<file path="config.mk">
export PLATFORM = sky130hd
export DESIGN_NAME = adc_spi_master
export DESIGN_NICKNAME = d
export VERILOG_FILES = /design/src/rtl/adc_spi_pkg.sv /design/src/rtl/adc_sclk_gen.sv /design/src/rtl/adc_capture.sv /design/src/rtl/adc_frame_ctrl.sv /design/src/rtl/adc_spi_master.sv
export SDC_FILE = /design/constraint.sdc
export NUM_CORES = 1
export LEC_CHECK = 0
export BUFFER_PORTS_ARGS = -buffer_cell sky130_fd_sc_hd__clkbuf_2
export CORE_MARGIN = 1.5
export CORE_UTILIZATION = 45
export CTS_CLUSTER_SIZE = 10
export DETAILED_ROUTE_END_ITERATION = 10
export PLACE_DENSITY = 0.65
export SETUP_SLACK_MARGIN = 0.1
export SLEW_MARGIN = 20
export SYNTH_ARGS = -nofsm -noshare
export SYNTH_HDL_FRONTEND = slang
export SYNTH_SLANG_ARGS = --single-unit
</file>
<file path="constraint.sdc">
create_clock -name clk -period 6 [get_ports clk]
set_clock_uncertainty 0.15 [all_clocks]
set_input_delay 1.2 -clock clk [delete_from_list [all_inputs] [get_ports clk]]
set_output_delay 1.2 -clock clk [all_outputs]
set_load 0.01 [all_outputs]
</file>
<file path="src/rtl/adc_spi_pkg.sv">
package adc_spi_pkg;
    localparam int SAMPLE_W  = 12;
    localparam int CAP_BITS  = SAMPLE_W + 1;
    localparam int FULL_LEN  = 16;
    localparam int SHORT_LEN = 14;
    localparam int SLEEP_LEN = 4;
    localparam int LEN_W     = $clog2(FULL_LEN + 1);

    typedef enum logic [1:0] {
        OP_CONVERT = 2'b00,
        OP_SLEEP   = 2'b01,
        OP_WAKE    = 2'b10,
        OP_RSVD    = 2'b11
    } op_e;

    typedef enum logic [1:0] {ST_IDLE, ST_FRAME, ST_GAP} state_e;

    typedef struct packed {
        logic                lead_err;
        logic [SAMPLE_W-1:0] code;
    } result_t;

    function automatic logic [LEN_W-1:0] frame_len(op_e op, logic short_f);
        if (op == OP_SLEEP)
            return LEN_W'(SLEEP_LEN);
        else if (short_f)
            return LEN_W'(SHORT_LEN);
        else
            return LEN_W'(FULL_LEN);
    endfunction

    function automatic logic returns_data(op_e op);
        return (op == OP_CONVERT) || (op == OP_RSVD);
    endfunction
endpackage

</file>
<file path="src/rtl/adc_sclk_gen.sv">
module adc_sclk_gen #(
    parameter int DIV_W = 8
) (
    input  logic             clk,
    input  logic             rst,
    input  logic             en,
    input  logic             hold,
    input  logic [DIV_W-1:0] sclk_div,
    output logic             sclk,
    output logic             rise_tick,
    output logic             hi_end
);
    logic [DIV_W-1:0] half;
    logic [DIV_W-1:0] cnt;
    logic             phase_end;

    always_comb begin
        half = sclk_div >> 1;
        if (half == '0)
            half = DIV_W'(1);
    end

    assign phase_end = (cnt == half - DIV_W'(1));
    assign rise_tick = en && phase_end && !sclk;
    assign hi_end    = en && phase_end && sclk;

    always_ff @(posedge clk) begin
        if (rst || !en) begin
            cnt  <= '0;
            sclk <= 1'b1;
        end else if (phase_end) begin
            cnt <= '0;
            if (!sclk)
                sclk <= 1'b1;
            else if (!hold)
                sclk <= 1'b0;
        end else begin
            cnt <= cnt + DIV_W'(1);
        end
    end
endmodule

</file>
<file path="src/rtl/adc_capture.sv">
module adc_capture #(
    parameter int BITS = 13
) (
    input  logic            clk,
    input  logic            rst,
    input  logic            clear,
    input  logic            shift_en,
    input  logic            sdo,
    output logic [BITS-1:0] bits
);
    always_ff @(posedge clk) begin
        if (rst || clear)
            bits <= '0;
        else if (shift_en)
            bits <= {bits[BITS-2:0], sdo};
    end
endmodule

</file>
<file path="src/rtl/adc_frame_ctrl.sv">
module adc_frame_ctrl
    import adc_spi_pkg::*;
#(
    parameter int GAP_W = 8
) (
    input  logic                clk,
    input  logic                rst,
    input  logic                cmd_valid,
    input  logic [1:0]          cmd_op,
    input  logic                short_frame,
    input  logic [GAP_W-1:0]    idle_gap,
    input  logic                rise_tick,
    input  logic                hi_end,
    input  logic [CAP_BITS-1:0] cap_bits,
    output logic                cmd_ready,
    output logic                cs_n,
    output logic                sclk_en,
    output logic                hold,
    output logic                shift_en,
    output logic                cap_clear,
    output logic                res_valid,
    output result_t             result
);
    state_e           state;
    op_e              op_q;
    logic [LEN_W-1:0] len_q;
    logic [LEN_W-1:0] fcnt;
    logic [GAP_W-1:0] gcnt;
    logic             accept;

    assign cmd_ready = (state == ST_IDLE);
    assign accept    = cmd_ready && cmd_valid;
    assign cap_clear = accept;
    assign sclk_en   = (state == ST_FRAME);
    assign hold      = (fcnt == len_q);
    assign shift_en  = sclk_en && rise_tick && (fcnt <= LEN_W'(CAP_BITS));

    always_ff @(posedge clk) begin
        if (rst) begin
            state     <= ST_IDLE;
            op_q      <= OP_CONVERT;
            len_q     <= '0;
            fcnt      <= '0;
            gcnt      <= '0;
            cs_n      <= 1'b1;
            res_valid <= 1'b0;
            result    <= '0;
        end else begin
            res_valid <= 1'b0;
            unique case (state)
                ST_IDLE: begin
                    if (cmd_valid) begin
                        op_q  <= op_e'(cmd_op);
                        len_q <= frame_len(op_e'(cmd_op), short_frame);
                        fcnt  <= '0;
                        cs_n  <= 1'b0;
                        state <= ST_FRAME;
                    end
                end
                ST_FRAME: begin
                    if (hi_end) begin
                        if (fcnt == len_q) begin
                            cs_n  <= 1'b1;
                            gcnt  <= idle_gap;
                            state <= ST_GAP;
                            if (returns_data(op_q)) begin
                                res_valid       <= 1'b1;
                                result.lead_err <= cap_bits[CAP_BITS-1];
                                result.code     <= cap_bits[SAMPLE_W-1:0];
                            end
                        end else begin
                            fcnt <= fcnt + LEN_W'(1);
                        end
                    end
                end
                ST_GAP: begin
                    if (gcnt == '0)
                        state <= ST_IDLE;
                    else
                        gcnt <= gcnt - GAP_W'(1);
                end
                default: state <= ST_IDLE;
            endcase
        end
    end
endmodule

</file>
<file path="src/rtl/adc_spi_master.sv">
module adc_spi_master
    import adc_spi_pkg::*;
#(
    parameter int DIV_W = 8,
    parameter int GAP_W = 8
) (
    input  logic                clk,
    input  logic                rst,
    input  logic                cmd_valid,
    input  logic [1:0]          cmd_op,
    output logic                cmd_ready,
    input  logic                short_frame,
    input  logic [DIV_W-1:0]    sclk_div,
    input  logic [GAP_W-1:0]    idle_gap,
    input  logic                adc_sdo,
    output logic                adc_cs_n,
    output logic                adc_sclk,
    output logic                sample_valid,
    output logic [SAMPLE_W-1:0] sample_code,
    output logic                sample_err
);
    logic                sclk_en, hold, rise_tick, hi_end;
    logic                shift_en, cap_clear;
    logic [CAP_BITS-1:0] cap_bits;
    result_t             result;

    adc_sclk_gen #(.DIV_W(DIV_W)) u_sclk (
        .clk(clk), .rst(rst), .en(sclk_en), .hold(hold), .sclk_div(sclk_div),
        .sclk(adc_sclk), .rise_tick(rise_tick), .hi_end(hi_end)
    );

    adc_capture #(.BITS(CAP_BITS)) u_cap (
        .clk(clk), .rst(rst), .clear(cap_clear), .shift_en(shift_en),
        .sdo(adc_sdo), .bits(cap_bits)
    );

    adc_frame_ctrl #(.GAP_W(GAP_W)) u_ctrl (
        .clk(clk), .rst(rst), .cmd_valid(cmd_valid), .cmd_op(cmd_op),
        .short_frame(short_frame), .idle_gap(idle_gap), .rise_tick(rise_tick),
        .hi_end(hi_end), .cap_bits(cap_bits), .cmd_ready(cmd_ready),
        .cs_n(adc_cs_n), .sclk_en(sclk_en), .hold(hold), .shift_en(shift_en),
        .cap_clear(cap_clear), .res_valid(sample_valid), .result(result)
    );

    assign sample_code = result.code;
    assign sample_err  = result.lead_err;
endmodule

</file>
==> results.toml, run 1 <==
[sta]
maxSlewViolCount = 0
fin_crit_sh_pct = 70.25
tightest_slew_ps = 1057
setup_viol = 0
rsz0062_at_grt = "false"
max_freq_mhz = 237.3
hold_violations = 0
period_minus_slack_ps = 4215
slew_headroom_pct = 29.51
final.setup.tns_ps = 0

[cts]
cts_buffers = 9
cts.path.max_buffers = 2
holdBufCountCts = 0
cts.sinks = 57
h-tree-depth = 3
cts_setup_buffers = 0
cts_resized = 0
cts-root-buf = "clkbuf_8"
clkTransAtPathRegs_ps = 70
insertion_delay_ps = 330
cts_tree = "yes"

[power]
pwr_density_cell_nw_per_um2 = 266.8
power_frac_clock_pct = 48.3
ir_drop_uv = 172.0
seqPwrFrac_pct = 45.9
netSwitchingFraction_pct = 21.62
p_leak_uw = 0.001359
p_comb_share_pct = 5.9
p_sw_uw = 181.5
power.internal_uw = 658.0

[floorplan]
fp-row-count = 28
start_util_pct = 46.24
num_io_pins = 40
die_area_sq_um = 6523
die_y_um = 80.77
die_x_um = 80.77
design.core.area_sq_um = 5886

[worst_setup_path]
cp_slowest_cell = "o311a_1"
required_ps = 6040
max_stage_delay_ps = 790
crit_type = "in2reg"
cp-end-kind = "register"
crit_chain = "clkbuf_2, nor3_1, a21oi_1, ha_1, xnor2_1, a211oi_2, nand3_1, nor4_4, o311a_1, mux2i_1, nor2_1"
worstPathMaxFanout = 13
cp-start-kind = "primary input"
crit_family = "compound AO/OA/AOI/OAI gates"
arrival_ps = 4250
crit_buf_inv = 1

[logic_synthesis]
syn_nets = 331
ys_types = 43
ys_ff_latch = 57
synth_cells = 302
yosys.area_share.adder_pct = 2.759
synthSimpleGateAreaFrac_pct = 22.94
synth_top_family_by_area = "simple AND/OR/NAND/NOR gates"
syn_area_sq_um = 2721
synthMuxAreaShare_pct = 12.18
ys_async_sr_fraction_pct = 0
ys_seq_area_share_pct = 41.93
synth-edff-count = 0
synth_ff_type = "dfxtp_1"
synth_compound_area_share_pct = 8.552
yosys.area_share.xor_xnor_pct = 7.402
synth_area_per_cell_sq_um = 9.011
ys_warn_count = 0

[cells_and_area]
area_delta_synth_final_pct = 15.63
seqCellArea_sq_um = 1141
fin_nets = 366
num_antenna_cells = 0
final_cell_mix = "dfxtp_1, nor2_1, clkbuf_2, mux2i_1, nand2_1"
multiInputGateArea_sq_um = 1465
fillers = 569
finalNonFillerCells = 417
drive_gt1_share_pct = 18.13
final_common_cell = "dfxtp_1"

[drt]
drcViolationCount = 0
ant_nets = 0
via_count = 2136
drt_iter0_markers = 122
wl_per_cell_um = 12.62
viasPerCell = 5.122
dr.pass1.iters = 4
wl_mm = 5.262

[global_route]
grt_first_pass_wirelength_mm = 8.666
gr-total-overflow = 0
grt_max_degree = 36
antenna_found_initial = 0
track_usage_pct = 17.21
grt_use_met3_pct = 3.371
grt-busiest-layer = "met2"
use_met1_pct = 21.49
gr-usage-met2_pct = 27.73
grt_pass1_vias = 1912

[placed_design]
dpl.cell_count = 401
dp_hpwl_mm = 3.621
numPortBuffers = 38
gp_congestion = 0.7810

[min_path]
holdCritPathClass = "reg2reg"

[outcome]
status = "finished clean"

[job]
maxCapViolations = 0
==> power groups by stage <==
stage / Combinational [uW] / Clock, uW / Sequential [uW]
after global routing: 55.3 / 431 / 385
after CTS: 49.8 / 415 / 385
final: 49.3 / 405 / 385
after detailed placement: 49.6 / 0 / 394
after floorplan: 33.3 / 0 / 393
after global placement: 48.8 / 0 / 394
==> final cells by class <==
class | count | area share, %
clock inverters | 4 | 2.386
inverters | 7 | 0.8350
flip-flops and latches | 57 | 36.26
multi-input cells | 224 | 46.56
clock buffers | 12 | 4.930
repair buffers | 38 | 6.044
well taps | 75 | 2.982
==> stage by stage <==
step / util [%] / area (sq um) / total power [uW] / worst slack [ps] / hold WS, ps
CTS: 53.47 / 3147 / 849.7 / 1779 / 311.8
floorplan: - / 2721 / 426.5 / 2200 / 286.9
global placement: 49.55 / 2917 / 442.4 / 1482 / 300.3
global route: 53.47 / 3147 / 871.2 / 1438 / 334.2
finish: 53.47 / 3147 / 839.4 / 1785 / 311.3
detailed placement: 49.55 / 2917 / 443.2 / 1417 / 304.3
==> flip-flops by register name (all words and copies together) (netlist names) <==
name / cells
u_cap.bits: 13
u_ctrl.result: 13
u_ctrl.gcnt: 8
u_sclk.cnt: 8
u_ctrl.fcnt: 5
u_ctrl.len_q: 3
u_ctrl.op_q: 2
u_ctrl.state: 2
u_ctrl.cs_n: 1
u_ctrl.res_valid: 1
u_sclk.sclk: 1
==> Yosys cell counts (all sizes together) (2+ instances only) <==
cell	instances	area share, %
nor3	10	2.0
nand2b	6	1.4
inv	7	0.97
nand4	3	0.69
and3	2	0.46
nor4b	2	0.64
a211oi	5	1.7
ha	6	2.8
nand4b	3	0.97
nand3	11	2.2
nand2	21	2.9
nor2	56	7.7
xor2	13	4.2
dfxtp	57	42
o311a	2	0.74
nor3b	3	0.83
a21oi	11	2.0
o21ai	10	1.8
buf	6	2.2
xnor2	10	3.2
or3	3	0.87
a31oi	2	0.46
nor4	3	1.2
mux2i	32	12
clkbuf	8	1.1
nand3b	2	0.55
==> final timing paths <==
path	from	end	slack, ps	cells after the start
setup / recovery	sclk_div[3]	u_cap.bits[9]$_SDFFE_PP0P_	1790	11
hold / removal	u_ctrl.state[1]$_SDFFE_PP0P_	u_ctrl.state[0]$_SDFFE_PP0P_	310	1
setup reg to reg	u_sclk.cnt[3]$_SDFF_PP0_	u_cap.bits[9]$_SDFFE_PP0P_	3010	7
hold reg to reg	u_ctrl.state[1]$_SDFFE_PP0P_	u_ctrl.state[0]$_SDFFE_PP0P_	310	1
==> metal layers <==
| layer | up-vias | share of wire [%] |
|---|---|---|
| li1 | 1106 | - |
| met1 | 991 | 49 |
| met2 | 31 | 46 |
| met3 | 8 | 3.1 |
| met4 | 0 | 1.7 |
| met5 | - | 0 |
==> cell families after synthesis <==
logic type                 count (synthesis)
muxes                                     33
xor gates and xnor gates                  23
DFF                                       57
AOI/OAI and AO/OA                         35
and+or+nand+nor                          127
adders and majority gates                  6
buffers and inverters                     21
Note: power is estimated with default switching activity, not from simulation.
==> run 2, diff against run 1 <==
--- a/config.mk
+++ b/config.mk
@@ -5,12 +5,13 @@
 export SDC_FILE = /design/constraint.sdc
 export NUM_CORES = 1
 export LEC_CHECK = 0
+export ABC_AREA = 1
 export BUFFER_PORTS_ARGS = -buffer_cell sky130_fd_sc_hd__clkbuf_2
 export CORE_MARGIN = 1.5
 export CORE_UTILIZATION = 45
 export CTS_CLUSTER_SIZE = 10
 export DETAILED_ROUTE_END_ITERATION = 10
-export PLACE_DENSITY = 0.65
+export PLACE_DENSITY = 0.67
 export SETUP_SLACK_MARGIN = 0.1
 export SLEW_MARGIN = 20
 export SYNTH_ARGS = -nofsm -noshare
==> constraint.sdc (replaced) <==
create_clock -name clk -period 3.5 [get_ports clk]
set_clock_uncertainty 0.15 [all_clocks]
set_input_delay 0.7 -clock clk [delete_from_list [all_inputs] [get_ports clk]]
set_output_delay 0.7 -clock clk [all_outputs]
set_load 0.01 [all_outputs]
==> results.toml, run 2 <==
[outcome]
status = "complete, but fails checks"
violations = "DRC"

[cts]
cts_buffers = 9
cts.path.max_buffers = 2
holdBufCountCts = 0
clkTransAtPathRegs_ps = 70
h-tree-depth = 3
cts-root-buf = "clkbuf_8"
cts_setup_buffers = 0
cts.sinks = 57
cts_resized = 0
insertion_delay_ps = 340
cts_tree = "yes"

[cells_and_area]
area_delta_synth_final_pct = 12.96
num_antenna_cells = 0
fin_nets = 493
final_common_cell = "nand2_1"
drive_gt1_share_pct = 17.06
largestRegisters = "u_cap.bits: 13 flops, u_ctrl.result: 13 flops"
finalNonFillerCells = 546
final_cell_mix = "nand2_1, nor2_1, dfxtp_1, inv_1, clkbuf_2"

[logic_synthesis]
synth.area.top_cells = "dfxtp_1, nand2_1, nor2_1"
ys_async_sr_fraction_pct = 0
ys_seq_area_share_pct = 37.39
synth_top_area_share_pct = 37.39
synthTopCellsByCount = "nand2_1, nor2_1, dfxtp_1"
yosys.area_share.xor_xnor_pct = 4.592
synth_cells = 426
ys_warn_count = 0
synth_top_family_by_area = "simple AND/OR/NAND/NOR gates"
syn_area_sq_um = 3052
synthSimpleGateAreaFrac_pct = 32.43
yosys.area_share.adder_pct = 2.460
synth_compound_area_share_pct = 13.78
yosysMostFrequentCell = "nand2_1"
synthMuxAreaShare_pct = 0.3280
ys_types = 39
syn_nets = 455
synth_ff_type = "dfxtp_1"
ys_ff_latch = 57
synth_area_per_cell_sq_um = 7.164
netlist.top_cell.by_area = "dfxtp_1"
synth-edff-count = 0

[worst_setup_path]
max_stage_delay_ps = 370
arrival_ps = 3040
cp-end-kind = "register"
worstPathMaxFanout = 16
cp-start-kind = "primary input"
crit_top_cell = "nand2_1"
required_ps = 3630
crit_chain = "clkbuf_2, nor2_2, nand2_1, inv_1, nand2_2, nand2_1, inv_1, ha_1, xnor2_1, nand2_1, nand2_1, nand3_1, nor2_1, nand3_2, o21bai_4, nand2_1, nand2_1, nand2_1, nor2_1"
crit_type = "in2reg"
cp_slowest_cell = "o21bai_4"
crit_start = "sclk_div[5]"
r2r_start = "u_ctrl.fcnt[3]$_SDFFE_PP0P_"

[power]
pwr_density_cell_nw_per_um2 = 473.1
seqPwrFrac_pct = 43.9
power.internal_uw = 1084
p_comb_share_pct = 22.1
netSwitchingFraction_pct = 33.55
power_frac_clock_pct = 33.9
ir_drop_uv = 293.9
p_sw_uw = 547.1
p_leak_uw = 0.001547

[drt]
via_count = 2727
viasPerCell = 4.995
dr.pass1.iters = 7
drt_iter0_markers = 96
ant_nets = 0
wl_per_cell_um = 11.47
wl_mm = 6.264
drcViolationCount = 3

[sta]
max_freq_mhz = 343.7
final.setup.tns_ps = 0
period_minus_slack_ps = 2910
tightest_slew_ps = 623.1
fin_crit_sh_pct = 83.14
fin_hold_ws_ps = 319.9
slew_headroom_pct = 58.45
hold_violations = 0
maxSlewViolCount = 0
setup_viol = 0
rsz0062_at_grt = "false"

[global_route]
gr-total-overflow = 0
grt_max_degree = 27
track_usage_pct = 18.11
antenna_found_initial = 0
grt_first_pass_wirelength_mm = 10.65
grt_pass1_vias = 2506

[floorplan]
design.core.area_sq_um = 6459
fp-row-count = 29
start_util_pct = 47.25
die_y_um = 85.35
num_io_pins = 40
die_area_sq_um = 7285
die_x_um = 85.35

[placed_design]
dp_hpwl_mm = 4.397
dpl.cell_count = 530
numPortBuffers = 38
gp_congestion = 0.8602

[min_path]
holdCritPathClass = "reg2reg"
hold_start = "u_cap.bits[1]$_SDFFE_PP0P_"

[job]
maxCapViolations = 0
run 2: changes by cell type after synthesis, sizes merged, moves of 6 or more:
cell / delta
a21oi: +23
inv: +43
mux2i: -31
nand2: +70
nand2b: -6
nand3: +21
nor2: +17
nor3: -7
o21a: +13
run 2: final timing paths:
path / slack [ps] / endpoint / cells past startpoint
setup reg to reg: 1280 / u_ctrl.gcnt[1]$_SDFFE_PP0P_ / 8
hold / removal: 320 / u_cap.bits[2]$_SDFFE_PP0P_ / 1
setup / recovery: 590 / u_ctrl.gcnt[1]$_SDFFE_PP0P_ / 19
hold reg to reg: 320 / u_cap.bits[2]$_SDFFE_PP0P_ / 1
run 2: worst max-delay path: cells and delay by family:
family / cells / cell delay [ps]
and+or+nand+nor: 13 / 1310
xor gates and xnor gates: 1 / 170
buffers and inverters: 3 / 240
AOI/OAI and AO/OA: 1 / 370
adders and majority gates: 1 / 250
run 2: layout make-up:
type,count,area [sq um]
clock inverter,6,43.79
fill,639,3012
timing repair buffer,39,197.7
tap,77,96.34
multi-input combinational,305,1635
sequential,57,1141
inverter,52,195.2
clock buffer,10,137.6
run 2: through the flow:
step | utilization, % | total power [uW] | setup slack [ps] | cell area [sq um]
finish | 53.37 | 1631 | 590.2 | 3447
global route | 53.37 | 1720 | 284.2 | 3447
CTS | 53.37 | 1642 | 593.3 | 3447
detailed placement | 50.56 | 1088 | 242.6 | 3266
global placement | 50.56 | 1075 | 327.8 | 3266
floorplan | - | 1007 | 764.0 | 3052
run 2: kinds of logic (layout without fill, tap and decap cells):
| logic type | after synthesis | after routing |
|---|---|---|
| AO/OA/AOI/OAI | 69 | 69 |
| XOR/XNOR | 16 | 16 |
| adder cells (fa/ha/maj) | 6 | 6 |
| buffers and inverters | 64 | 107 |
| flip-flops | 57 | 57 |
| multiplexers | 1 | 1 |
| AND/OR/NAND/NOR | 213 | 213 |
run 2: per-layer routing:
metal  share of wire, %  track usage [%]  routed length [um]  vias to the layer above
li1                   -                -                   -                     1441
met1                 48            22.16                2997                     1231
met2                 47            30.66                2950                       47
met3                4.1            4.183                 258                        8
met4               0.93            7.478                  58                        0
met5                  0                0                   0                        -
run 2: power groups by stage:
stage               Combinational (uW)  Clock, uW  Sequential, uW
floorplan                          283          0             724
global placement                   346          0             729
detailed placement                 357          0             730
CTS                                360        566             716
global route                       409        590             721
finish                             361        553             717
